<file path="config.mk">
export PLATFORM = sky130hd
export DESIGN_NAME = manchester_framer_tx
export DESIGN_NICKNAME = d
export VERILOG_FILES = /design/src/rtl/mft_pkg.sv /design/src/rtl/mft_pre_pattern.sv /design/src/rtl/mft_manch_enc.sv /design/src/rtl/manchester_framer_tx.sv
export SDC_FILE = /design/constraint.sdc
export NUM_CORES = 1
export LEC_CHECK = 0
export BUFFER_PORTS_ARGS = -buffer_cell sky130_fd_sc_hd__buf_2
export CAP_MARGIN = 20
export CORE_UTILIZATION = 32
export CTS_CLUSTER_SIZE = 12
export DETAILED_ROUTE_END_ITERATION = 8
export GPL_TIMING_DRIVEN = 0
export HOLD_SLACK_MARGIN = 0.02
export PLACE_DENSITY = 0.49
export SLEW_MARGIN = 10
export SYNTH_ARGS = -nofsm -noshare
export SYNTH_HDL_FRONTEND = slang
export SYNTH_SLANG_ARGS = --single-unit
export TNS_END_PERCENT = 1
</file>
<file path="constraint.sdc">
create_clock -name clk -period 3.15 [get_ports clk]
set_input_delay 0.1575 -clock clk [delete_from_list [all_inputs] [get_ports clk]]
set_output_delay 0.1575 -clock clk [all_outputs]
set_load 0.02 [all_outputs]
</file>
<file path="src/rtl/mft_pkg.sv">
package mft_pkg;

    // Controller states, in the order a character passes through them
    typedef enum logic [2:0] {
        ST_IDLE,
        ST_LOAD,
        ST_PRE,
        ST_DELIM,
        ST_SYNC,
        ST_DATA
    } tx_state_e;

    // Preamble pattern codes
    typedef enum logic [1:0] {
        PRE_ONES  = 2'd0,
        PRE_ZEROS = 2'd1,
        PRE_ALT0  = 2'd2,
        PRE_ALT1  = 2'd3
    } pre_kind_e;

endpackage

</file>
<file path="src/rtl/mft_pre_pattern.sv">
module mft_pre_pattern
    import mft_pkg::*;
(
    input  pre_kind_e kind,
    input  logic      idx_odd,
    output logic      pbit
);

    always_comb begin
        unique case (kind)
            PRE_ONES:  pbit = 1'b1;
            PRE_ZEROS: pbit = 1'b0;
            PRE_ALT0:  pbit = idx_odd;
            PRE_ALT1:  pbit = ~idx_odd;
        endcase
    end

endmodule

</file>
<file path="src/rtl/mft_manch_enc.sv">
module mft_manch_enc (
    input  logic sym,
    input  logic second_half,
    input  logic invert,
    output logic level
);

    // first half carries the symbol value, second half its complement
    always_comb begin
        level = sym ^ second_half ^ invert;
    end

endmodule

</file>
<file path="src/rtl/manchester_framer_tx.sv">
module manchester_framer_tx
    import mft_pkg::*;
#(
    parameter int MAX_BITS = 9,
    parameter int MIN_BITS = 5,
    parameter int PRE_W    = 4
) (
    input  logic                                   clk,
    input  logic                                   rst_n,
    input  logic                                   half_tick,
    input  logic [1:0]                             cfg_pre_kind,
    input  logic [PRE_W-1:0]                       cfg_pre_len,
    input  logic                                   cfg_sync_en,
    input  logic                                   cfg_cmd_mode,
    input  logic                                   cfg_var_sync,
    input  logic                                   cfg_invert,
    input  logic [$clog2(MAX_BITS+1)-1:0]          cfg_char_len,
    input  logic                                   in_valid,
    output logic                                   in_ready,
    input  logic [MAX_BITS-1:0]                    in_data,
    input  logic                                   in_cmd,
    output logic                                   tx_line
);

    localparam int LEN_W   = $clog2(MAX_BITS + 1);
    localparam int PRE_MAX = (1 << PRE_W) - 1;
    localparam int SEG_MAX = (PRE_MAX > MAX_BITS) ? PRE_MAX : MAX_BITS;
    localparam int CNT_W   = $clog2(2 * SEG_MAX);
    localparam int SYNC_HALVES = 6;

    tx_state_e             state_q, state_d, delim_st, next_seg;
    logic [CNT_W-1:0]      hcnt_q, hcnt_d, seg_last;
    logic [MAX_BITS-1:0]   data_q, data_shift;
    logic                  cmd_q, sync_en_q, inv_q;
    pre_kind_e             kind_q;
    logic [PRE_W-1:0]      pre_len_q;
    logic [LEN_W-1:0]      len_q, len_clamped;
    logic                  accept;
    logic                  pre_bit, sym, enc_level;
    logic [CNT_W-2:0]      bit_idx;

    assign in_ready = (state_q == ST_IDLE);
    assign accept   = in_valid && in_ready;
    assign delim_st = sync_en_q ? ST_SYNC : ST_DELIM;
    assign bit_idx  = hcnt_q[CNT_W-1:1];

    always_comb begin
        if (cfg_char_len < LEN_W'(MIN_BITS))
            len_clamped = LEN_W'(MIN_BITS);
        else if (cfg_char_len > LEN_W'(MAX_BITS))
            len_clamped = LEN_W'(MAX_BITS);
        else
            len_clamped = cfg_char_len;
    end

    // Segment length and successor
    always_comb begin
        seg_last = '0;
        next_seg = ST_IDLE;
        unique case (state_q)
            ST_PRE: begin
                seg_last = CNT_W'({pre_len_q, 1'b0}) - CNT_W'(1);
                next_seg = delim_st;
            end
            ST_DELIM: begin
                seg_last = CNT_W'(1);
                next_seg = ST_DATA;
            end
            ST_SYNC: begin
                seg_last = CNT_W'(SYNC_HALVES - 1);
                next_seg = ST_DATA;
            end
            ST_DATA: begin
                seg_last = CNT_W'({len_q, 1'b0}) - CNT_W'(1);
                next_seg = ST_IDLE;
            end
            default: begin
                seg_last = '0;
                next_seg = ST_IDLE;
            end
        endcase
    end

    // Next-state logic
    always_comb begin
        state_d = state_q;
        hcnt_d  = hcnt_q;
        unique case (state_q)
            ST_IDLE: begin
                if (accept) state_d = ST_LOAD;
            end
            ST_LOAD: begin
                if (half_tick) begin
                    state_d = (pre_len_q != '0) ? ST_PRE : delim_st;
                    hcnt_d  = '0;
                end
            end
            default: begin
                if (half_tick) begin
                    if (hcnt_q == seg_last) begin
                        state_d = next_seg;
                        hcnt_d  = '0;
                    end else begin
                        hcnt_d = hcnt_q + CNT_W'(1);
                    end
                end
            end
        endcase
    end

    // State register and per-character capture
    always_ff @(posedge clk) begin
        if (!rst_n) begin
            state_q   <= ST_IDLE;
            hcnt_q    <= '0;
            data_q    <= '0;
            cmd_q     <= 1'b0;
            kind_q    <= PRE_ONES;
            pre_len_q <= '0;
            sync_en_q <= 1'b0;
            inv_q     <= 1'b0;
            len_q     <= LEN_W'(MIN_BITS);
        end else begin
            state_q <= state_d;
            hcnt_q  <= hcnt_d;
            if (accept) begin
                data_q    <= in_data;
                cmd_q     <= cfg_var_sync ? in_cmd : cfg_cmd_mode;
                kind_q    <= pre_kind_e'(cfg_pre_kind);
                pre_len_q <= cfg_pre_len;
                sync_en_q <= cfg_sync_en;
                inv_q     <= cfg_invert;
                len_q     <= len_clamped;
            end
        end
    end

    mft_pre_pattern u_pre (
        .kind    (kind_q),
        .idx_odd (bit_idx[0]),
        .pbit    (pre_bit)
    );

    assign data_shift = data_q >> bit_idx;

    mft_manch_enc u_enc (
        .sym         (sym),
        .second_half (hcnt_q[0]),
        .invert      (inv_q),
        .level       (enc_level)
    );

    // Output logic
    always_comb begin
        sym     = 1'b0;
        tx_line = 1'b1;
        unique case (state_q)
            ST_IDLE, ST_LOAD: tx_line = 1'b1;
            ST_PRE: begin
                sym     = pre_bit;
                tx_line = enc_level;
            end
            ST_DELIM: begin
                sym     = 1'b0;
                tx_line = enc_level;
            end
            ST_SYNC: tx_line = (hcnt_q < CNT_W'(3)) ? cmd_q : ~cmd_q;
            ST_DATA: begin
                sym     = data_shift[0];
                tx_line = enc_level;
            end
            default: tx_line = 1'b1;
        endcase
    end


    idle_high_chk: assert property (@(posedge clk) disable iff (!rst_n)
        in_ready |-> tx_line);


    busy_after_accept_chk: assert property (@(posedge clk) disable iff (!rst_n)
        (in_valid && in_ready) |=> !in_ready);


    line_moves_on_tick_chk: assert property (@(posedge clk) disable iff (!rst_n)
        !half_tick |=> $stable(tx_line));


    data_midbit_chk: assert property (@(posedge clk) disable iff (!rst_n)
        (state_q == ST_DATA && !hcnt_q[0] && half_tick) |=> (tx_line != $past(tx_line)));


    sync_centre_edge_chk: assert property (@(posedge clk) disable iff (!rst_n)
        (state_q == ST_SYNC && hcnt_q == CNT_W'(2) && half_tick) |=> (tx_line != $past(tx_line)));


    sync_flat_chk: assert property (@(posedge clk) disable iff (!rst_n)
        (state_q == ST_SYNC && hcnt_q != CNT_W'(2) && hcnt_q != CNT_W'(5) && half_tick)
            |=> $stable(tx_line));

endmodule

</file>
# After elaboration in Yosys (flattened, before gate mapping)
# Index checks and enable logic that the tools add are counted.
# Widths: inputs -> output; s select.
# word_totals
reg_bits	30
output_inout_bits	2
wordCells	62
# op_classes
n_shift	1
order_cmp	3
n_eq_ne	11
addsub	3
mux	20
reduce_logical	10
bitwise	5
# op_table
operator	n
$pmux 5 s4	1
$mux 3	6
$mux 5	3
$pmux 3 s2	2
$pmux 5 s2	1
$sub 5x1->5 const B	2
$shr 9x4->1	1
$mux 4	2
$eq 3x2->1 const B	2
$eq 3x3->1 const B	2
$add 5x1->5 const B	1
$eq 5x5->1	1
$lt 5x2->1 const B	1
$eq 2x2->1 const B	2
$gt 4x4->1 const B	1
$lt 4x3->1 const B	1
$pmux 1 s2	2
$pmux 1 s4	1
$reduce_and 4->1	1
$reduce_bool 4->1	1
$eq 3x1->1 const B	1
$logic_not 3->1	1
$not 1->1	3
$reduce_bool 3->1	1
11 further kinds	13

# Longest topological paths before layout
# Gate-level depths: netlist of the first run.
# depth
ltp_word	6
ltp_mapped	8
depth_no_buf	8

# Modules after synthesis
# Synthesis of the first run repeated with hierarchy kept, for this count alone.
# unflattened
hier_cells	220
area_unflattened_um2	1751.7
# modules_own_cells
mod	area_per_inst_um2	seq_area_each_um2	cells_each	n_inst
manchester_framer_tx	1705.4	600.6	217	1
mft_manch_enc	23.8	0.0	1	1
mft_pre_pattern	22.5	0.0	2	1

# Least setup slack after synthesis of the first run
# OpenSTA, ideal clock, no wires.
# synth_path
path_kind	register -> register
from	reg pre_len_q[0]
to	reg hcnt_q[0]
t_arrival_ns	1.848
setup_slack_ns	1.186
period_less_slack_ns	1.964
path_stages_with_launch	8
required_time_ns	3.034
cell_sequence	dfxtp_1 inv_1 ha_1 or4_1 o311ai_0 o221a_2 nand2_2 a41o_1
# synth_between
elab_chain_len	6
# synth_rtl
item	line	rtl
start: declaration	manchester_framer_tx.sv:36	logic [PRE_W-1:0] pre_len_q;
start signal: assignment	manchester_framer_tx.sv:130	pre_len_q <= cfg_pre_len;
$sub 5x1->5	manchester_framer_tx.sv:62	seg_last = CNT_W'({pre_len_q, 1'b0}) - CNT_W'(1);
$pmux 5 s4	manchester_framer_tx.sv:60	unique case (state_q)
$eq 5x5->1	manchester_framer_tx.sv:100	if (hcnt_q == seg_last) begin
$mux 5	manchester_framer_tx.sv:100	
$mux 5	manchester_framer_tx.sv:99	if (half_tick) begin
$pmux 5 s2	manchester_framer_tx.sv:88	unique case (state_q)
end signal: assignment	manchester_framer_tx.sv:125	hcnt_q <= hcnt_d;
end: declaration	manchester_framer_tx.sv:32	logic [CNT_W-1:0] hcnt_q, hcnt_d, seg_last;
# No other way between the ends. The select of a mux whose other input is x is not followed.
# A chain may end at the register's enable or synchronous reset.

# Final worst setup path of the first run
# layout_path
from	reg hcnt_q[1]
to	out tx_line
# layout_between
elab_chain_len	6
word_cells_on_any_way	9
classes_between	1 x order compare; 1 x shift; 4 x mux; 3 x bitwise
# layout_rtl
item	line	rtl
parallel branches: the longest is 5 deep, another holds $shr 9x4->1	n/a	
$pmux 1 s2 (*)	manchester_framer_tx.sv:157	unique case (state_q)
end: declaration	manchester_framer_tx.sv:22	output logic tx_line
# Every way passes the cells marked *.

==> results.json, run 1 <==
{
  "port_buffers": 28,
  "crit-reg2reg-launch": "pre_len_q[0]",
  "worstSkewPairLatency_ns": 0.28,
  "cts_max_level": 2,
  "ys_async_sr_fraction_pct": 0,
  "maxSlewHeadroom_pct": 64.3,
  "die_height_um": 77.2,
  "synthesis.area_um2": 1810,
  "crit_type": "flip-flop to output port",
  "ys_ff_latch": 30,
  "period_share_pct": 75.8,
  "drive_above_1_share_pct": 20.7,
  "die_area_um2": 5960,
  "critPathMaxFanout": 9,
  "hold_viol": 0,
  "post_cts_buffers": 0,
  "p_leak_nw": 0.868,
  "tritoncts": "yes",
  "grt_max_degree": 11,
  "finish.utilization_pct": 39.3,
  "tns_ns": 0,
  "hold_class": "input pin to flip-flop",
  "comb_power_share_pct": 39.6,
  "synthCells": 226,
  "clk_path_buf_depth": 2,
  "dr_total_vias": 1618,
  "status": "finished clean",
  "stdcell_area_um2": 2150,
  "p_switching_uw": 557,
  "fin_skew_ns": 0.00671,
  "holdBufCountCts": 0,
  "power_density_nw_per_um2": 697,
  "hold_start": "in_data[0]",
  "postRouteAntennaNets": 0,
  "setup_violations": 0,
  "routedWlPerCell_um": 13.5,
  "dr.pass1.iters": 4,
  "synth_cell_types": 54,
  "dp.cells": 326,
  "yosys_most_used_dff": "dfxtp_1",
  "drc_errors": 0,
  "cap_violations": 0,
  "nFillCells": 627,
  "period_needed_ns": 2.39,
  "p_int_uw": 944,
  "p_clk_share_pct": 26.6,
  "cts-buffers-inserted": 5,
  "cts_resized": 0,
  "core_area_um2": 5470,
  "ys_seq_area_share_pct": 33.2,
  "wl_mm": 4.49,
  "ys.warnings.count": 0,
  "antenna_cells": 0,
  "layout_setup_ws_ns": 0.761,
  "initial_core_util_pct": 33.1,
  "synth_edf_count": 0,
  "seq_power_share_pct": 33.8,
  "drv_slew": 0,
  "path_cells": "buf_2 > mux4_2 > o22ai_1 > o22ai_1 > xnor2_1 > a21oi_1 > a21oi_1 > buf_2",
  "final_nets": 292,
  "gp_congestion": 0.715,
  "place_area_um2": 2040,
  "row_count": 27,
  "rsz0062_at_grt": "no",
  "grt_antenna_before_repair": 0,
  "syn_nets": 257,
  "switching_share_pct": 37.1,
  "syn_to_final_growth_pct": 18.9,
  "tightest_slew_ns": 0.528,
  "crit_path_end_kind": "output port",
  "drtIter0Drc": 79,
  "crit_required_ns": 2.99,
  "critPathLaunch": "hcnt_q[1]",
  "vias_per_cell": 4.86,
  "r2r-end": "hcnt_q[1]",
  "syn_avg_cell_area_um2": 8.01,
  "grt_usage_pct": 16.7,
  "dpl.hpwl_mm": 3.39,
  "critical_path_arrival_ns": 2.23,
  "cts.clk_slew.worst_paths_ns": 0.07,
  "start_kind": "flip-flop",
  "die_w_um": 77.2,
  "r2r_cells": 7,
  "fin_cells": 333,
  "r2r_slack_ns": 0.95,
  "gr-total-overflow": 0,
  "grt_first_pass_wirelength_mm": 7.68,
  "grt_pass1_vias": 1582,
  "dp_slack_ns": 0.949,
  "ios": 30,
  "crit_end": "tx_line",
  "max-vdd-ir-drop_mv": 0.256,
  "fmax_mhz": 419,
  "cp_slowest_cell": "mux4_2",
  "max_stage_delay_ns": 0.53,
  "cts_root_buffer": "clkbuf_8",
  "cts_sinks": 30
}
## flip-flops by register name (all words and copies together), names as in the netlist
name	flops
pre_len_q	4
kind_q	2
cmd_q	1
len_q	4
inv_q	1
hcnt_q	5
data_q	9
state_q	3
sync_en_q	1
## critical path, delay by kind of cell, from the launching register on
kind                   cells  cell delay (ns)
flip-flops                 1             0.33
buffers and inverters      2             0.43
multiplexers               1             0.53
AO/OA/AOI/OAI              4             0.51
XOR/XNOR                   1             0.14
## kinds of logic after synthesis
| family | Yosys count | share of synthesized area [%] |
|---|---|---|
| simple gates | 91 | 24.5 |
| compound gates | 63 | 25.2 |
| flops | 30 | 33.2 |
| buf+inv | 24 | 6.08 |
| xor+xnor | 10 | 4.84 |
| mux | 5 | 4.15 |
| fa+ha+maj | 3 | 2.07 |
## power by group through the flow
stage / logic, mW / clock network (mW) / registers [mW]
floorplan: 0.460 / 0 / 0.494
CTS: 0.602 / 0.408 / 0.507
global route: 0.679 / 0.425 / 0.515
finish: 0.595 / 0.399 / 0.507
global placement: 0.596 / 0 / 0.514
detailed placement: 0.598 / 0 / 0.515
## cells in the final DEF, fill, tap and decap left out, types with 2 or more instances in the layout
cell       n
nand2_1   48
clkbuf_1   7
or2_2      3
nand2b_1   2
a41o_1     2
inv_1     10
o22ai_1    2
nand3_1    5
mux4_2     2
dfxtp_1   30
buf_4      2
buf_2     32
xnor2_1    8
o21a_1     2
or4_1      3
nor2_1    12
mux2i_1    3
clkbuf_8   6
a21boi_0  18
xor2_1     2
nand3b_1   2
o21ai_0    9
o31ai_1    2
nor3b_1    3
and3_1     3
a21oi_1   11
ha_1       3
## metrics by stage
stage                     hold slack (ns)  power, mW
after floorplan                     0.292      0.954
after global placement              0.411       1.11
after detailed placement            0.416       1.11
after CTS                           0.115       1.52
after global routing                0.119       1.62
final                               0.117       1.50
## cells in the mapped netlist, types with 4 or more instances
library cell / instances / share of area, %
nand3_1: 5 / 1.4
o21ai_0: 9 / 2.5
nand2_1: 48 / 10
buf_2: 4 / 1.1
dfxtp_1: 30 / 33
xnor2_1: 8 / 3.9
clkbuf_1: 7 / 1.5
a21boi_0: 18 / 7.5
inv_1: 10 / 2.1
a21oi_1: 11 / 3.0
nor2_1: 12 / 2.5
## metal layers
| metal | track usage, % | vias up | part of all wire (%) |
|---|---|---|---|
| met2 | 26.6 | 28 | 45 |
| met4 | 5.09 | 0 | 1.0 |
| li1 | - | 862 | - |
| met3 | 3.69 | 6 | 3.4 |
| met5 | 0 | - | 0 |
| met1 | 22.3 | 722 | 51 |
## how the worst min path moves through the flow
| stage | to | depth (start not counted) |
|---|---|---|
| global route | data_q[0] | 3 |
| detailed placement | data_q[6] | 3 |
| finish | data_q[0] | 3 |
| CTS | data_q[0] | 3 |
| floorplan | hcnt_q[2] | 1 |
| global placement | pre_len_q[1] | 3 |
## final cells by class
| type | instances | area, um2 | area share [%] |
|---|---|---|---|
| Buffer | 14 | 72.6 | 3.37 |
| Clock buffer | 6 | 82.6 | 3.83 |
| Clock inverter | 1 | 30.0 | 1.39 |
| Multi-Input combinational cell | 172 | 1100 | 51.1 |
| Inverter | 10 | 37.5 | 1.74 |
| Tap cell | 72 | 90.1 | 4.18 |
| Timing Repair Buffer | 28 | 140 | 6.51 |
| Sequential cell | 30 | 601 | 27.9 |
Power figures use the tool's default switching activity.
==> inputs of run 2 (changes only) <==
- clock period: 3.15 -> 2.3 ns (I/O delays scaled with it)
==> run 2 against run 1 <==
  * First-iteration DRC count did not move
  * Combinational power grew 38%
  * Sequential power up 37%
  * Flip-flop and latch count stayed put
  * Global-route usage about the same
  * Critical path depth did not move
  * Critical endpoint unchanged
  * Largest cell class unchanged
==> results.json, run 2 (synthesized netlist as in run 1, its figures left out) <==
{
  "core_area_um2": 5470,
  "grt_antenna_before_repair": 0,
  "grt_max_degree": 11,
  "cts_sinks": 30,
  "die_w_um": 77.2,
  "cts.clk_slew.worst_paths_ns": 0.07,
  "crit_type": "flip-flop to output port",
  "r2r_cells": 7,
  "die_area_um2": 5960,
  "seq_power_share_pct": 33.7,
  "postRouteAntennaNets": 0,
  "stdcell_area_um2": 2170,
  "power_density_nw_per_um2": 950,
  "hold_path_depth": 3,
  "drive_above_1_share_pct": 21.8,
  "gr-total-overflow": 0,
  "routedWlPerCell_um": 13.5,
  "p_leak_nw": 0.872,
  "clk_path_buf_depth": 2,
  "syn_to_final_growth_pct": 19.9,
  "gp_congestion": 0.715,
  "crit_required_ns": 2.18,
  "p_int_mw": 1.30,
  "holdBufCountCts": 0,
  "antenna_cells": 0,
  "largest_register_ff_count": 9,
  "period_share_pct": 95.2,
  "dp.cells": 326,
  "initial_core_util_pct": 33.1,
  "reg_top3": "data_q (9), hcnt_q (5)",
  "cts_root_buffer": "clkbuf_8",
  "vias_per_cell": 4.92,
  "dr.pass1.iters": 4,
  "p_switching_uw": 763,
  "top_register": "data_q",
  "maxSlewHeadroom_pct": 65.5,
  "critical_path_arrival_ns": 2.07,
  "tritoncts": "yes",
  "cts-buffers-inserted": 5,
  "fin_cells": 333,
  "worstSkewPairLatency_ns": 0.28,
  "max_stage_delay_ns": 0.51,
  "crit_path_end_kind": "output port",
  "final_nets": 292,
  "dpl.hpwl_mm": 3.39,
  "port_buffers": 28,
  "drtIter0Drc": 79,
  "cp_slowest_cell": "mux4_2",
  "grt_first_pass_wirelength_mm": 7.69,
  "tns_ns": 0,
  "row_count": 27,
  "fin_skew_ns": 0.00581,
  "dp_slack_ns": 0.0986,
  "start_kind": "flip-flop",
  "hold_viol": 0,
  "setup_violations": 0,
  "period_needed_ns": 2.19,
  "layout_setup_ws_ns": 0.111,
  "drc_errors": 0,
  "drv_slew": 0,
  "post_cts_buffers": 0,
  "fmax_mhz": 457,
  "max-vdd-ir-drop_mv": 0.349,
  "cap_violations": 0,
  "wl_mm": 4.51,
  "grt_usage_pct": 16.7,
  "cp_common_cell": "a21oi_1",
  "dr_total_vias": 1640,
  "final_cell_mix": "48 x nand2_1, 30 x buf_2, 28 x dfxtp_1, 18 x a21boi_0, 12 x nor2_1",
  "hold_class": "input pin to flip-flop",
  "comb_power_share_pct": 39.9,
  "switching_share_pct": 37.0,
  "path_cells": "buf_6 > mux4_2 > o22ai_2 > o22ai_1 > xnor2_1 > a21oi_1 > a21oi_1 > buf_4",
  "ios": 30,
  "final_common_cell": "nand2_1",
  "cts_max_level": 2,
  "rsz0062_at_grt": "no",
  "p_clk_share_pct": 26.4,
  "grt_pass1_vias": 1586,
  "place_area_um2": 2040,
  "status": "finished clean",
  "tightest_slew_ns": 0.512,
  "die_height_um": 77.2,
  "critPathMaxFanout": 9
}
==> run 2: power by group through the flow <==
stage                     combinational (mW)  clock, mW  sequential [mW]
after floorplan                        0.630          0            0.677
after global placement                 0.817          0            0.704
after detailed placement               0.820          0            0.706
after CTS                              0.830      0.559            0.694
after global routing                   0.937      0.583            0.706
final                                  0.822      0.545            0.696
==> run 2: through the flow <==
step | hold slack, ns | utilization [%] | power [mW]
after floorplan | 0.249 | - | 1.31
after global placement | 0.369 | 37.3 | 1.52
after detailed placement | 0.374 | 37.3 | 1.53
after CTS | 0.0728 | 39.5 | 2.08
after global routing | 0.0767 | 39.7 | 2.22
final | 0.0728 | 39.7 | 2.06
==> run 2: final cells by class <==
| class | instances | area (um2) |
|---|---|---|
| Clock buffer | 6 | 82.6 |
| Sequential cell | 30 | 603 |
| Clock inverter | 1 | 30.0 |
| Inverter | 10 | 37.5 |
| Timing Repair Buffer | 28 | 143 |
| Fill cell | 621 | 3300 |
| Multi-Input combinational cell | 172 | 1110 |
| Tap cell | 72 | 90.1 |
| Buffer | 14 | 78.8 |
==> run 2: metal layers <==
layer | track usage [%] | part of all wire (%) | vias to the layer above | routed length (um)
li1 | - | - | 862 | -
met1 | 22.4 | 51 | 739 | 2290
met2 | 26.6 | 45 | 34 | 2010
met3 | 3.69 | 3.8 | 5 | 170
met4 | 5.09 | 0.95 | 0 | 43
met5 | 0 | 0 | - | 0
==> run 2: repair_timing <==
action                                  4_1_cts  5_1_grt
pin swaps                                     0        1
endpoints found under the setup margin        1        6
resized for setup                             3        3
==> run 2: final timing paths <==
path / slack, ns / end / from
hold reg to reg: 0.46 / data_q[8] / data_q[8]
setup / recovery: 0.11 / tx_line / hcnt_q[1]
hold / removal: 0.07 / pre_len_q[0] / cfg_pre_len[0]
setup reg to reg: 0.15 / hcnt_q[1] / len_q[0]
==> run 2: critical path, delay by kind of cell, from the launching register on <==
kind / cells / cell delay, ns
mux: 1 / 0.51
compound gates: 4 / 0.48
flops: 1 / 0.34
buf+inv: 2 / 0.32
xor+xnor: 1 / 0.14
